===== src/rtl/dac_ctrl_pkg.sv =====
package dac_ctrl_pkg;

    localparam int unsigned BYTE_W = 8;
    localparam int unsigned CODE_W = 10;

    localparam logic [1:0] ADDR_CTRL = 2'd0;
    localparam logic [1:0] ADDR_LO   = 2'd1;
    localparam logic [1:0] ADDR_HI   = 2'd2;

    localparam int unsigned BIT_EN   = 0;
    localparam int unsigned BIT_OE   = 1;
    localparam int unsigned BIT_LADJ = 2;
    localparam int unsigned BIT_RSVD = 3;
    localparam int unsigned SEL_LSB  = 4;
    localparam int unsigned BIT_ATE  = 7;

    typedef enum logic [1:0] {
        MODE_OFF    = 2'd0,
        MODE_DIRECT = 2'd1,
        MODE_AUTO   = 2'd2
    } dac_mode_e;

    // Pack two bytes into a converter code, right- or left-aligned.
    function automatic logic [CODE_W-1:0] pack_code(
        input logic              ladj,
        input logic [BYTE_W-1:0] hi,
        input logic [BYTE_W-1:0] lo
    );
        if (ladj) begin
            return {hi, lo[BYTE_W-1 -: 2]};
        end
        return {hi[1:0], lo};
    endfunction

endpackage


===== src/rtl/dac_regfile.sv =====
module dac_regfile
    import dac_ctrl_pkg::*;
(
    input  logic              clk,
    input  logic              rst_n,
    input  logic              bus_we,
    input  logic [1:0]        bus_addr,
    input  logic [BYTE_W-1:0] bus_wdata,
    output logic [BYTE_W-1:0] ctrl_q,
    output logic [BYTE_W-1:0] lo_stage_q,
    output logic [BYTE_W-1:0] hold_lo_q,
    output logic [BYTE_W-1:0] hold_hi_q,
    output logic              ctrl_wr,
    output logic              hi_wr,
    output logic [BYTE_W-1:0] bus_rdata
);

    logic lo_wr;

    assign ctrl_wr = bus_we && (bus_addr == ADDR_CTRL);
    assign lo_wr   = bus_we && (bus_addr == ADDR_LO);
    assign hi_wr   = bus_we && (bus_addr == ADDR_HI);

    always_ff @(posedge clk or negedge rst_n) begin
        if (!rst_n) begin
            ctrl_q     <= '0;
            lo_stage_q <= '0;
            hold_lo_q  <= '0;
            hold_hi_q  <= '0;
        end else begin
            if (ctrl_wr) begin
                ctrl_q           <= bus_wdata;
                ctrl_q[BIT_RSVD] <= 1'b0;
            end
            if (lo_wr) begin
                lo_stage_q <= bus_wdata;
            end
            if (hi_wr) begin
                hold_hi_q <= bus_wdata;
                hold_lo_q <= lo_stage_q;
            end
        end
    end

    always_comb begin
        unique case (bus_addr)
            ADDR_CTRL: bus_rdata = ctrl_q;
            ADDR_LO:   bus_rdata = lo_stage_q;
            ADDR_HI:   bus_rdata = hold_hi_q;
            default:   bus_rdata = '0;
        endcase
    end

endmodule


===== src/rtl/dac_trig_unit.sv =====
module dac_trig_unit #(
    parameter int unsigned NUM_TRIG = 8,
    localparam int unsigned SEL_W   = $clog2(NUM_TRIG)
) (
    input  logic                clk,
    input  logic                rst_n,
    input  logic [NUM_TRIG-1:0] trig_in,
    input  logic [NUM_TRIG-1:0] flag_clr,
    input  logic [SEL_W-1:0]    sel,
    output logic [NUM_TRIG-1:0] rise,
    output logic [NUM_TRIG-1:0] flags,
    output logic                sel_fire
);

    logic [NUM_TRIG-1:0] trig_q;

    for (genvar i = 0; i < NUM_TRIG; i++) begin : g_src
        assign rise[i] = trig_in[i] && !trig_q[i];

        always_ff @(posedge clk or negedge rst_n) begin
            if (!rst_n) begin
                trig_q[i] <= 1'b0;
                flags[i]  <= 1'b0;
            end else begin
                trig_q[i] <= trig_in[i];
                flags[i]  <= (flags[i] && !flag_clr[i]) || rise[i];
            end
        end
    end

    // A selected edge counts only if its flag was clear before the edge.
    assign sel_fire = rise[sel] && !flags[sel];

endmodule


===== src/rtl/dac_mode_fsm.sv =====
module dac_mode_fsm
    import dac_ctrl_pkg::*;
(
    input  logic      clk,
    input  logic      rst_n,
    input  logic      ctrl_wr,
    input  logic      new_en,
    input  logic      new_ate,
    input  logic      hi_wr,
    input  logic      sel_fire,
    output dac_mode_e mode_q,
    output logic      load_direct,
    output logic      load_hold,
    output logic      clear_code
);

    dac_mode_e mode_d;

    always_ff @(posedge clk or negedge rst_n) begin
        if (!rst_n) begin
            mode_q <= MODE_OFF;
        end else begin
            mode_q <= mode_d;
        end
    end

    // Transitions T_DISABLE, T_GO_DIRECT, T_GO_AUTO on a control write.
    always_comb begin
        mode_d = mode_q;
        if (ctrl_wr) begin
            unique case ({new_en, new_ate})
                2'b10:   mode_d = MODE_DIRECT;
                2'b11:   mode_d = MODE_AUTO;
                default: mode_d = MODE_OFF;
            endcase
        end
    end

    always_comb begin
        load_direct = 1'b0;
        load_hold   = 1'b0;
        clear_code  = 1'b0;
        unique case (mode_q)
            MODE_DIRECT: load_direct = hi_wr;
            MODE_AUTO:   load_hold   = sel_fire;
            default:     clear_code  = 1'b1;
        endcase
    end

endmodule


===== src/rtl/dac_update_ctrl.sv =====
module dac_update_ctrl
    import dac_ctrl_pkg::*;
#(
    parameter int unsigned NUM_TRIG = 8
) (
    input  logic                clk,
    input  logic                rst_n,
    input  logic                bus_we,
    input  logic [1:0]          bus_addr,
    input  logic [7:0]          bus_wdata,
    output logic [7:0]          bus_rdata,
    input  logic [NUM_TRIG-1:0] trig_in,
    input  logic [NUM_TRIG-1:0] flag_clr,
    output logic [9:0]          dac_code,
    output logic                dac_en,
    output logic                dac_oe
);

    localparam int unsigned SEL_W = $clog2(NUM_TRIG);

    logic [BYTE_W-1:0]   ctrl_q;
    logic [BYTE_W-1:0]   lo_stage_q;
    logic [BYTE_W-1:0]   hold_lo_q;
    logic [BYTE_W-1:0]   hold_hi_q;
    logic                ctrl_wr;
    logic                hi_wr;
    logic [NUM_TRIG-1:0] rise_vec;
    logic [NUM_TRIG-1:0] flag_vec;
    logic                sel_fire;
    dac_mode_e           mode;
    logic                load_direct;
    logic                load_hold;
    logic                clear_code;
    logic [CODE_W-1:0]   code_q;

    dac_regfile u_regs (
        .clk        (clk),
        .rst_n      (rst_n),
        .bus_we     (bus_we),
        .bus_addr   (bus_addr),
        .bus_wdata  (bus_wdata),
        .ctrl_q     (ctrl_q),
        .lo_stage_q (lo_stage_q),
        .hold_lo_q  (hold_lo_q),
        .hold_hi_q  (hold_hi_q),
        .ctrl_wr    (ctrl_wr),
        .hi_wr      (hi_wr),
        .bus_rdata  (bus_rdata)
    );

    dac_trig_unit #(.NUM_TRIG(NUM_TRIG)) u_trig (
        .clk      (clk),
        .rst_n    (rst_n),
        .trig_in  (trig_in),
        .flag_clr (flag_clr),
        .sel      (ctrl_q[SEL_LSB +: SEL_W]),
        .rise     (rise_vec),
        .flags    (flag_vec),
        .sel_fire (sel_fire)
    );

    dac_mode_fsm u_fsm (
        .clk         (clk),
        .rst_n       (rst_n),
        .ctrl_wr     (ctrl_wr),
        .new_en      (bus_wdata[BIT_EN]),
        .new_ate     (bus_wdata[BIT_ATE]),
        .hi_wr       (hi_wr),
        .sel_fire    (sel_fire),
        .mode_q      (mode),
        .load_direct (load_direct),
        .load_hold   (load_hold),
        .clear_code  (clear_code)
    );

    always_ff @(posedge clk or negedge rst_n) begin
        if (!rst_n) begin
            code_q <= '0;
        end else if (clear_code) begin
            code_q <= '0;
        end else if (load_direct) begin
            code_q <= pack_code(ctrl_q[BIT_LADJ], bus_wdata, lo_stage_q);
        end else if (load_hold) begin
            code_q <= pack_code(ctrl_q[BIT_LADJ], hold_hi_q, hold_lo_q);
        end
    end

    assign dac_code = (mode == MODE_OFF) ? '0 : code_q;
    assign dac_en   = ctrl_q[BIT_EN];
    assign dac_oe   = ctrl_q[BIT_OE];

endmodule


===== config.mk =====
export PLATFORM = sky130hd
export DESIGN_NAME = dac_update_ctrl
export DESIGN_NICKNAME = d
export VERILOG_FILES = /design/src/rtl/dac_ctrl_pkg.sv /design/src/rtl/dac_regfile.sv /design/src/rtl/dac_trig_unit.sv /design/src/rtl/dac_mode_fsm.sv /design/src/rtl/dac_update_ctrl.sv
export SDC_FILE = /design/constraint.sdc
export NUM_CORES = 1
export LEC_CHECK = 0
export ABC_AREA = 1
export CORE_ASPECT_RATIO = 2
export CORE_MARGIN = 2
export CORE_UTILIZATION = 53
export CTS_CLUSTER_SIZE = 20
export DETAILED_ROUTE_END_ITERATION = 8
export MAX_ROUTING_LAYER = met4
export PLACE_DENSITY = 0.8
export SETUP_SLACK_MARGIN = 0.3
export SYNTH_ARGS = -nofsm -noshare
export SYNTH_HDL_FRONTEND = slang
export SYNTH_SLANG_ARGS = --single-unit

===== constraint.sdc =====
create_clock -name clk -period 1.5 [get_ports clk]
set_input_delay 0.375 -clock clk [delete_from_list [all_inputs] [get_ports clk]]
set_output_delay 0.375 -clock clk [all_outputs]
set_load 0.02 [all_outputs]

==> results of run 1 <==
## repair_timing
action | CTS | global route
cloned | 2 | 0
pin swaps | 26 | 23
gates resized for setup | 176 | 56
endpoints found under the setup margin | 63 | 34
setup buffers | 12 | 5
## synthesized netlist by cell type (all sizes together)
| master | n | share of area |
|---|---|---|
| clkbuf | 7 | 0.0091 |
| clkinv | 1 | 0.0013 |
| ha | 3 | 0.013 |
| o21ai | 50 | 0.087 |
| inv | 57 | 0.074 |
| o211ai | 2 | 0.0052 |
| o221ai | 5 | 0.015 |
| buf | 6 | 0.012 |
| dfrtp | 59 | 0.51 |
| nand2 | 102 | 0.13 |
| mux2i | 4 | 0.014 |
| o22ai | 9 | 0.020 |
| nand3 | 20 | 0.040 |
| nor2 | 38 | 0.050 |
| a211oi | 4 | 0.010 |
## cell type report
class / count / share of cell area
Multi-Input combinational cell: 238 / 0.327
Tap cell: 60 / 0.0157
Timing Repair Buffer: 128 / 0.257
Clock inverter: 2 / 0.00733
Clock buffer: 13 / 0.0332
Sequential cell: 59 / 0.309
Inverter: 58 / 0.0505
## registers in the layout, summed over array words and instances, names as in the netlist
name               count
code_q                10
u_fsm.mode_q           2
u_regs.ctrl_q          7
u_regs.hold_hi_q       8
u_regs.hold_lo_q       8
u_regs.lo_stage_q      8
u_trig.flags           8
u_trig.trig_q          8
## worst paths after layout
kind,endpoint,startpoint,cells past startpoint
worst max-delay path,dac_code[7],u_fsm.mode_q[0]$_DFFE_PN0P_,5
max in group asynchronous,u_regs.lo_stage_q[7]$_DFFE_PN0P_,rst_n,2
worst min-delay path,u_regs.ctrl_q[7]$_DFFE_PN0P_,rst_n,2
worst max register to register,code_q[3]$_DFFE_PN0P_,u_regs.ctrl_q[2]$_DFFE_PN0P_,6
worst min register to register,u_trig.flags[5]$_DFF_PN0_,u_trig.trig_q[5]$_DFF_PN0_,1
min in group clk,u_trig.trig_q[2]$_DFF_PN0_,trig_in[2],1
## routing by layer
metal	share of wire	wire (um)
met5	0	0
met4	0.057	599
met1	0.37	3890
met2	0.51	5360
met3	0.070	739
## through the flow
step	hold WS [ns]	power, mW
finish	0.0208	5.84
floorplan	0.0794	2.98
global placement	0.396	3.70
global route	0.0496	6.09
CTS	0.0341	5.49
detailed placement	0.405	3.77
## logic make-up after synthesis
family	share of synthesized area
AO/OA/AOI/OAI	0.138
adder cells (fa/ha/maj)	0.0131
buffers and inverters	0.0971
flip-flops	0.514
multiplexers	0.0139
AND/OR/NAND/NOR	0.225
## power by group
group          leakage [nW]  switching, mW  internal (mW)
Sequential            0.741          0.191           1.85
Combinational          1.48           1.27           1.07
Clock                0.0995          0.616          0.847
==> flow_summary.toml, run 1 <==
[worst_setup_path]
end_kind = "output port"
critPathLaunchType = "flip-flop"
crit_fanout = 5
crit_chain = "inv_2, ha_4, buf_12, nor2_4, buf_6"
slowest_delay_ns = 0.38
arrival_ns = 1.34
critPathRequiredTime_ns = 1.12
crit_buf_inv = 3
reg2reg_slack_ns = -0.18
crit_type = "flip-flop to output port"
crit_slowest_cell = "dfrtp_1"
cp_top_family = "flip-flops"

[routing]
routed_via_density = 5.71
vias = 3188
drt-total-wl_mm = 10.6
first_pass_iters = 5
drc = 0
wl_per_cell_um = 19.0
ant_nets = 0
first_iter_violations = 291

[cells_and_area]
multiInputGateArea_mm2 = 0.00156
layout_common_cells = "nand2_1 (79), buf_4 (70), dfrtp_1 (59), o21ai_0 (40), inv_1 (38)"
layout.cells.non_filler = 558
finalNetCount = 526
nFillCells = 241
drive_above_1_share = 0.434
area_growth_pct = 66.4
num_antenna_cells = 0
utilization = 0.898
register_area_mm2 = 0.00148
fin_area_mm2 = 0.00478
final_common_cell = "nand2_1"

[run]
drv_cap = 0

[floorplanning]
initial_core_util = 0.540
boundaryPins = 49
rows = 38
core_area_mm2 = 0.00533
die-area_mm2 = 0.00606
die_w_um = 56.1
die_height_um = 108

[clock_network]
cts_buffer_depth = 2
ctsHtreeMaxLevel = 3
cts_root_buf = "clkbuf_8"
cts_buffers = 9
hold_buffers = 0
cts.sinks = 59
cts_tree = "yes"
clock_latency_ns = 0.36
clk_pin_slew_ns = 0.06

[outcome]
failed_checks = "setup timing"
status = "finished, violations left"

[synthesis]
synth_area_mm2 = 0.00287
seq_area_frac_synth = 0.514
yosysUniqueCellTypes = 20
ys_seq_elements = 59
syn-num-nets = 399
synth.avg_cell_area_um2 = 7.83
ys_warn_count = 0
synthCells = 367

[grt]
overflow = 0
antenna_found_initial = 0
gr-usage-met2 = 0.528
gr-usage-met3 = 0.0778
grt_pass1_vias = 3116
grt_pass1_wl_mm = 14.6
grt_max_degree = 60
grt_usage = 0.326
met1_usage = 0.372
busiest_layer = "met2"

[place]
dp.cells = 524
gp_congestion = 0.816
dp_hpwl_mm = 6.01
place_ws_ns = -1.05
placed_area_mm2 = 0.00409
portBuffers = 48

[sta]
setup_violations = 25
worstMarginPinSlew_ns = 0.439
maxSlewHeadroom = 0.699
timing.setup.tns_ns = -2.88
worst_slack_ns = -0.213
fmax_mhz = 584
slew_violations = 0
clock-skew-final_ns = 0.00745
grt_setup_unrepaired = "yes"
hold_violations = 0
period_needed_ns = 1.71
timing.final.crit_share = 1.14

[worst_hold_path]
hold_class = "input pin to async pin"

[pwr]
power.density_mw_per_mm2 = 1220
ir_worst_vdd_v = 0.00136
p_leak_nw = 2.32
No activity file was read; power rests on OpenSTA's default activity.
==> run 2: changes to the inputs <==
--- a/config.mk
+++ b/config.mk
@@ -12,7 +12,7 @@
 export CTS_CLUSTER_SIZE = 20
 export DETAILED_ROUTE_END_ITERATION = 8
 export MAX_ROUTING_LAYER = met4
-export PLACE_DENSITY = 0.8
+export PLACE_DENSITY = 0.82
 export SETUP_SLACK_MARGIN = 0.3
 export SYNTH_ARGS = -nofsm -noshare
 export SYNTH_HDL_FRONTEND = slang
==> run 2 against run 1 <==
Net effect:
- the flow still finishes with violations (setup timing)
- utilization is 1.3 points higher
- maximum frequency down 7.4%
- register-to-register slack better by 0.08 ns
- setup slack worse by 0.14 ns
- critical endpoint is now dac_code[5]
==> flow_summary.toml, run 2 (same netlist as run 1, synthesis figures left out) <==
[clock_network]
cts_buffers = 9
cts_buffer_depth = 2
ctsHtreeMaxLevel = 3
cts_tree = "yes"
clk_pin_slew_ns = 0.07
cts.sinks = 59
cts_root_buf = "clkbuf_8"
clock_latency_ns = 0.36

[worst_setup_path]
reg2reg_slack_ns = -0.10
critPathRequiredTime_ns = 1.12
crit_type = "flip-flop to output port"
cp_common_cell = "buf_6"
crit_chain = "inv_2, ha_4, buf_6, buf_12, nor2_4, buf_6"
crit_slowest_cell = "dfrtp_1"
end_kind = "output port"
slowest_delay_ns = 0.39
critPathLaunchType = "flip-flop"
crit_fanout = 5
arrival_ns = 1.47

[routing]
drt-total-wl_mm = 11.4
drc = 0
routed_via_density = 5.93
vias = 3318
ant_nets = 0
first_iter_violations = 309
wl_per_cell_um = 20.4
first_pass_iters = 6

[place]
gp_congestion = 0.877
portBuffers = 48
dp_hpwl_mm = 5.83

[pwr]
seqPwrFrac = 0.330
power_mw = 6.21
p_leak_nw = 2.33
pwr-share-comb = 0.382
power.internal_mw = 4.07
switchingPower_mw = 2.14
swShare = 0.345
ir_worst_vdd_v = 0.00193
pwr-share-clk = 0.288
power.density_mw_per_mm2 = 1280

[worst_hold_path]
hold_class = "input pin to async pin"

[sta]
hold-worst-slack_ns = 0.0258
fmax_mhz = 541
maxSlewHeadroom = 0.727
clock-skew-final_ns = 0.00917
setup_violations = 26
slew_violations = 0
worst_slack_ns = -0.349
hold_violations = 0
timing.final.crit_share = 1.23
worstMarginPinSlew_ns = 0.405
period_needed_ns = 1.85
grt_setup_unrepaired = "yes"

[cells_and_area]
num_antenna_cells = 0
drive_above_1_share = 0.436
final_common_cell = "nand2_1"
nFillCells = 208
finalNetCount = 527
layout_common_cells = "nand2_1 (76), buf_4 (62), dfrtp_1 (59), o21ai_0 (42), inv_1 (39)"
area_growth_pct = 68.8
regMostFlops = "code_q"
largest_reg_flops = 10

[floorplanning]
die-area_mm2 = 0.00606
rows = 38
boundaryPins = 49
core_area_mm2 = 0.00533
initial_core_util = 0.540
die_w_um = 56.1
die_height_um = 108

[grt]
overflow = 0
grt_pass1_wl_mm = 15.2
grt_usage = 0.341
grt_max_degree = 60
antenna_found_initial = 0
grt_pass1_vias = 3212

[outcome]
failed_checks = "setup timing"
status = "finished, violations left"

[run]
drv_cap = 0
==> run 2: worst max-delay path: cells and delay by family (launching register included) <==
| kind | cells | cell delay, ns |
|---|---|---|
| buffers and inverters | 4 | 0.44 |
| DFF | 1 | 0.39 |
| adders and majority gates | 1 | 0.18 |
| and+or+nand+nor | 1 | 0.11 |
==> run 2: area by class of cell <==
cell class | instances | area [um2] | share of cell area
inverter | 58 | 249 | 0.0513
timing repair buffer | 129 | 1250 | 0.258
multi-input combinational | 238 | 1560 | 0.321
clock inverter | 5 | 100 | 0.0206
sequential | 59 | 1480 | 0.304
clock buffer | 11 | 141 | 0.0291
tap | 60 | 75.1 | 0.0155
==> run 2: path summary, 6_finish.rpt <==
kind	cells after the start	start	endpoint
min in group clk	1	trig_in[3]	u_trig.trig_q[3]$_DFF_PN0_
max in group asynchronous	2	rst_n	code_q[8]$_DFFE_PN0P_
setup / recovery	6	u_fsm.mode_q[1]$_DFFE_PN0P_	dac_code[5]
setup reg to reg	12	u_regs.ctrl_q[4]$_DFFE_PN0P_	code_q[9]$_DFFE_PN0P_
hold reg to reg	1	u_trig.trig_q[4]$_DFF_PN0_	u_trig.flags[4]$_DFF_PN0_
hold / removal	2	rst_n	u_trig.flags[2]$_DFF_PN0_
==> run 2: through the flow <==
stage	setup WS (ns)	TNS [ns]	cells	utilization	cell area, um2
2_1_floorplan	0.155	0	367	-	3120
3_3_place_gp	-0.920	-23.22	522	0.765	4070
3_5_place_dp	-1.01	-25.80	522	0.765	4070
4_1_cts	-0.297	-2.44	551	0.864	4600
5_1_grt	-0.382	-5.46	560	0.911	4850
6_report	-0.349	-4.30	560	0.911	4850
==> run 2: what timing repair did <==
action	in CTS	in global routing
resized for setup	186	51
buffers inserted	11	9
pin swaps	22	22
hold buffers	0	0
setup endpoints to repair	63	30
cloned	2	0
==> run 2: metal layers <==
layer  up-vias  part of all wire  GRT usage
met2       221              0.51      0.576
li1       1433                 -          -
met4         0             0.064      0.219
met3        67             0.077     0.0610
met1      1597              0.34      0.363
met5         -                 0          -
==> run 2: power by group through the flow <==
stage	sequential (mW)	combinational (mW)	clock (mW)
6_report	2.05	2.37	1.79
5_1_grt	2.06	2.50	1.86
4_1_cts	2.01	2.01	1.78
3_5_place_dp	2.03	1.74	0
3_3_place_gp	2.01	1.68	0
2_1_floorplan	2.02	0.963	0
==> run 3: changes to the inputs <==
--- a/config.mk
+++ b/config.mk
@@ -11,6 +11,7 @@
 export CORE_UTILIZATION = 53
 export CTS_CLUSTER_SIZE = 20
 export DETAILED_ROUTE_END_ITERATION = 8
+export GPL_ROUTABILITY_DRIVEN = 0
 export MAX_ROUTING_LAYER = met4
 export PLACE_DENSITY = 0.82
 export SETUP_SLACK_MARGIN = 0.3
==> run 3 against run 2 <==
Net effect:
- the flow still finishes with violations (setup timing)
- hold slack got worse by 0.019 ns
- critical path depth fell by 1
- wire length fell by 11%
- sequential power barely moved
- critical path type unchanged
- flip-flop and latch count did not move
- first-iteration DRC count fell by 30%
- sequential share of layout area rose by 1.5 points
- critical endpoint is now dac_code[8]
- final cell count fell by 2.1%
- register-to-register slack got worse by 0.07 ns
- non-clock buffer count fell by 11
- global-route usage rose by 2.4 points
==> flow_summary.toml, run 3 (same netlist as run 1, synthesis figures left out) <==
[sta]
maxSlewHeadroom = 0.727
hold_violations = 0
slew_violations = 0
clock-skew-final_ns = 0.0142
worst_slack_ns = -0.208
worstMarginPinSlew_ns = 0.405
setup_violations = 27
grt_setup_unrepaired = "yes"
period_needed_ns = 1.71
fmax_mhz = 586
timing.final.crit_share = 1.14

[floorplanning]
die-area_mm2 = 0.00606
initial_core_util = 0.540
die_w_um = 56.1
die_height_um = 108
core_area_mm2 = 0.00533
rows = 38
boundaryPins = 49

[cells_and_area]
utilization = 0.868
area_growth_pct = 60.9
drive_above_1_share = 0.377
layout_common_cells = "nand2_1 (91), dfrtp_1 (59), buf_4 (57), o21ai_0 (43), inv_1 (40)"
finalNetCount = 515
largest_reg_flops = 10
regMostFlops = "code_q"
final_common_cell = "nand2_1"
layout.cells.non_filler = 548
num_antenna_cells = 0
fin_area_mm2 = 0.00462

[routing]
routed_via_density = 5.85
wl_per_cell_um = 18.6
drc = 0
first_pass_iters = 5
vias = 3205
ant_nets = 0
first_iter_violations = 215
drt-total-wl_mm = 10.2

[clock_network]
cts_buffer_depth = 2
cts_buffers = 9
clk_pin_slew_ns = 0.08
ctsHtreeMaxLevel = 3
hold_buffers = 0
clock_latency_ns = 0.37
cts.sinks = 59
cts_root_buf = "clkbuf_8"
cts_tree = "yes"

[grt]
grt_max_degree = 60
grt_pass1_vias = 3405
antenna_found_initial = 0
overflow = 0
grt_pass1_wl_mm = 16.2
grt_usage = 0.365

[place]
portBuffers = 48
dp.cells = 517
placed_area_mm2 = 0.00406
dp_hpwl_mm = 5.74

[worst_setup_path]
critPathLaunchType = "flip-flop"
end_kind = "output port"
crit_type = "flip-flop to output port"
crit_fanout = 7
critPathRequiredTime_ns = 1.12
arrival_ns = 1.33

[pwr]
p_leak_nw = 2.23
ir_worst_vdd_v = 0.00105
power.density_mw_per_mm2 = 1220

[outcome]
status = "finished, violations left"
failed_checks = "setup timing"

[run]
drv_cap = 0

[worst_hold_path]
hold_class = "input pin to async pin"
-- run 3: worst paths after layout --
check / startpoint / endpoint / slack [ns] / cells after the start
min: rst_n / u_regs.hold_hi_q[6]$_DFFE_PN0P_ / 0.007 / 2
max in group asynchronous: rst_n / code_q[7]$_DFFE_PN0P_ / 1.21 / 2
min in group clk: trig_in[3] / u_trig.trig_q[3]$_DFF_PN0_ / 0.17 / 1
max: u_fsm.mode_q[1]$_DFFE_PN0P_ / dac_code[8] / -0.21 / 5
min reg2reg: u_trig.trig_q[6]$_DFF_PN0_ / u_trig.flags[6]$_DFF_PN0_ / 0.48 / 1
max reg2reg: u_regs.ctrl_q[4]$_DFFE_PN0P_ / code_q[7]$_DFFE_PN0P_ / -0.17 / 11
-- run 3: per-stage QoR --
| step | setup WS [ns] | TNS (ns) | hold slack, ns | total power, mW |
|---|---|---|---|---|
| detailed placement | -1.03 | -29.75 | 0.410 | 3.76 |
| finish | -0.208 | -3.65 | 0.00711 | 5.63 |
| global route | -0.255 | -4.82 | 0.0517 | 5.85 |
| floorplan | 0.155 | 0 | 0.0794 | 2.98 |
| CTS | -0.189 | -1.92 | 0.0377 | 5.43 |
| global placement | -0.980 | -26.46 | 0.395 | 3.68 |
-- run 3: area by class of cell --
class | count | area, um2
repair buffers | 118 | 1180
flip-flops and latches | 59 | 1480
fillers | 235 | 702
inverters | 58 | 236
multi-input cells | 237 | 1460
well taps | 60 | 75.1
clock inverters | 4 | 50.0
clock buffers | 12 | 145
-- run 3: metal layers --
layer / track usage / share of wire / up-vias
li1: - / - / 1402
met1: 0.389 / 0.34 / 1531
met2: 0.606 / 0.52 / 199
met3: 0.0598 / 0.071 / 73
met4: 0.260 / 0.067 / 0
met5: - / 0 / -
-- run 3: critical path, stage by stage, from the launching register on --
cell,delay (ns)
dfrtp_1,0.40
inv_2,0.10
ha_4,0.16
buf_12,0.15
nor2_4,0.04
buf_6,0.12
-- run 3: what timing repair did --
| action | in CTS | in global routing |
|---|---|---|
| setup endpoints to repair | 63 | 39 |
| setup buffers | 9 | 4 |
| pin swaps | 24 | 18 |
| gates cloned | 2 | 0 |
| gates resized for setup | 170 | 28 |
-- run 3: power breakdown --
part / internal, mW / switching, mW
Clock: 0.810 / 0.675
Sequential: 1.84 / 0.186
Combinational: 0.969 / 1.15
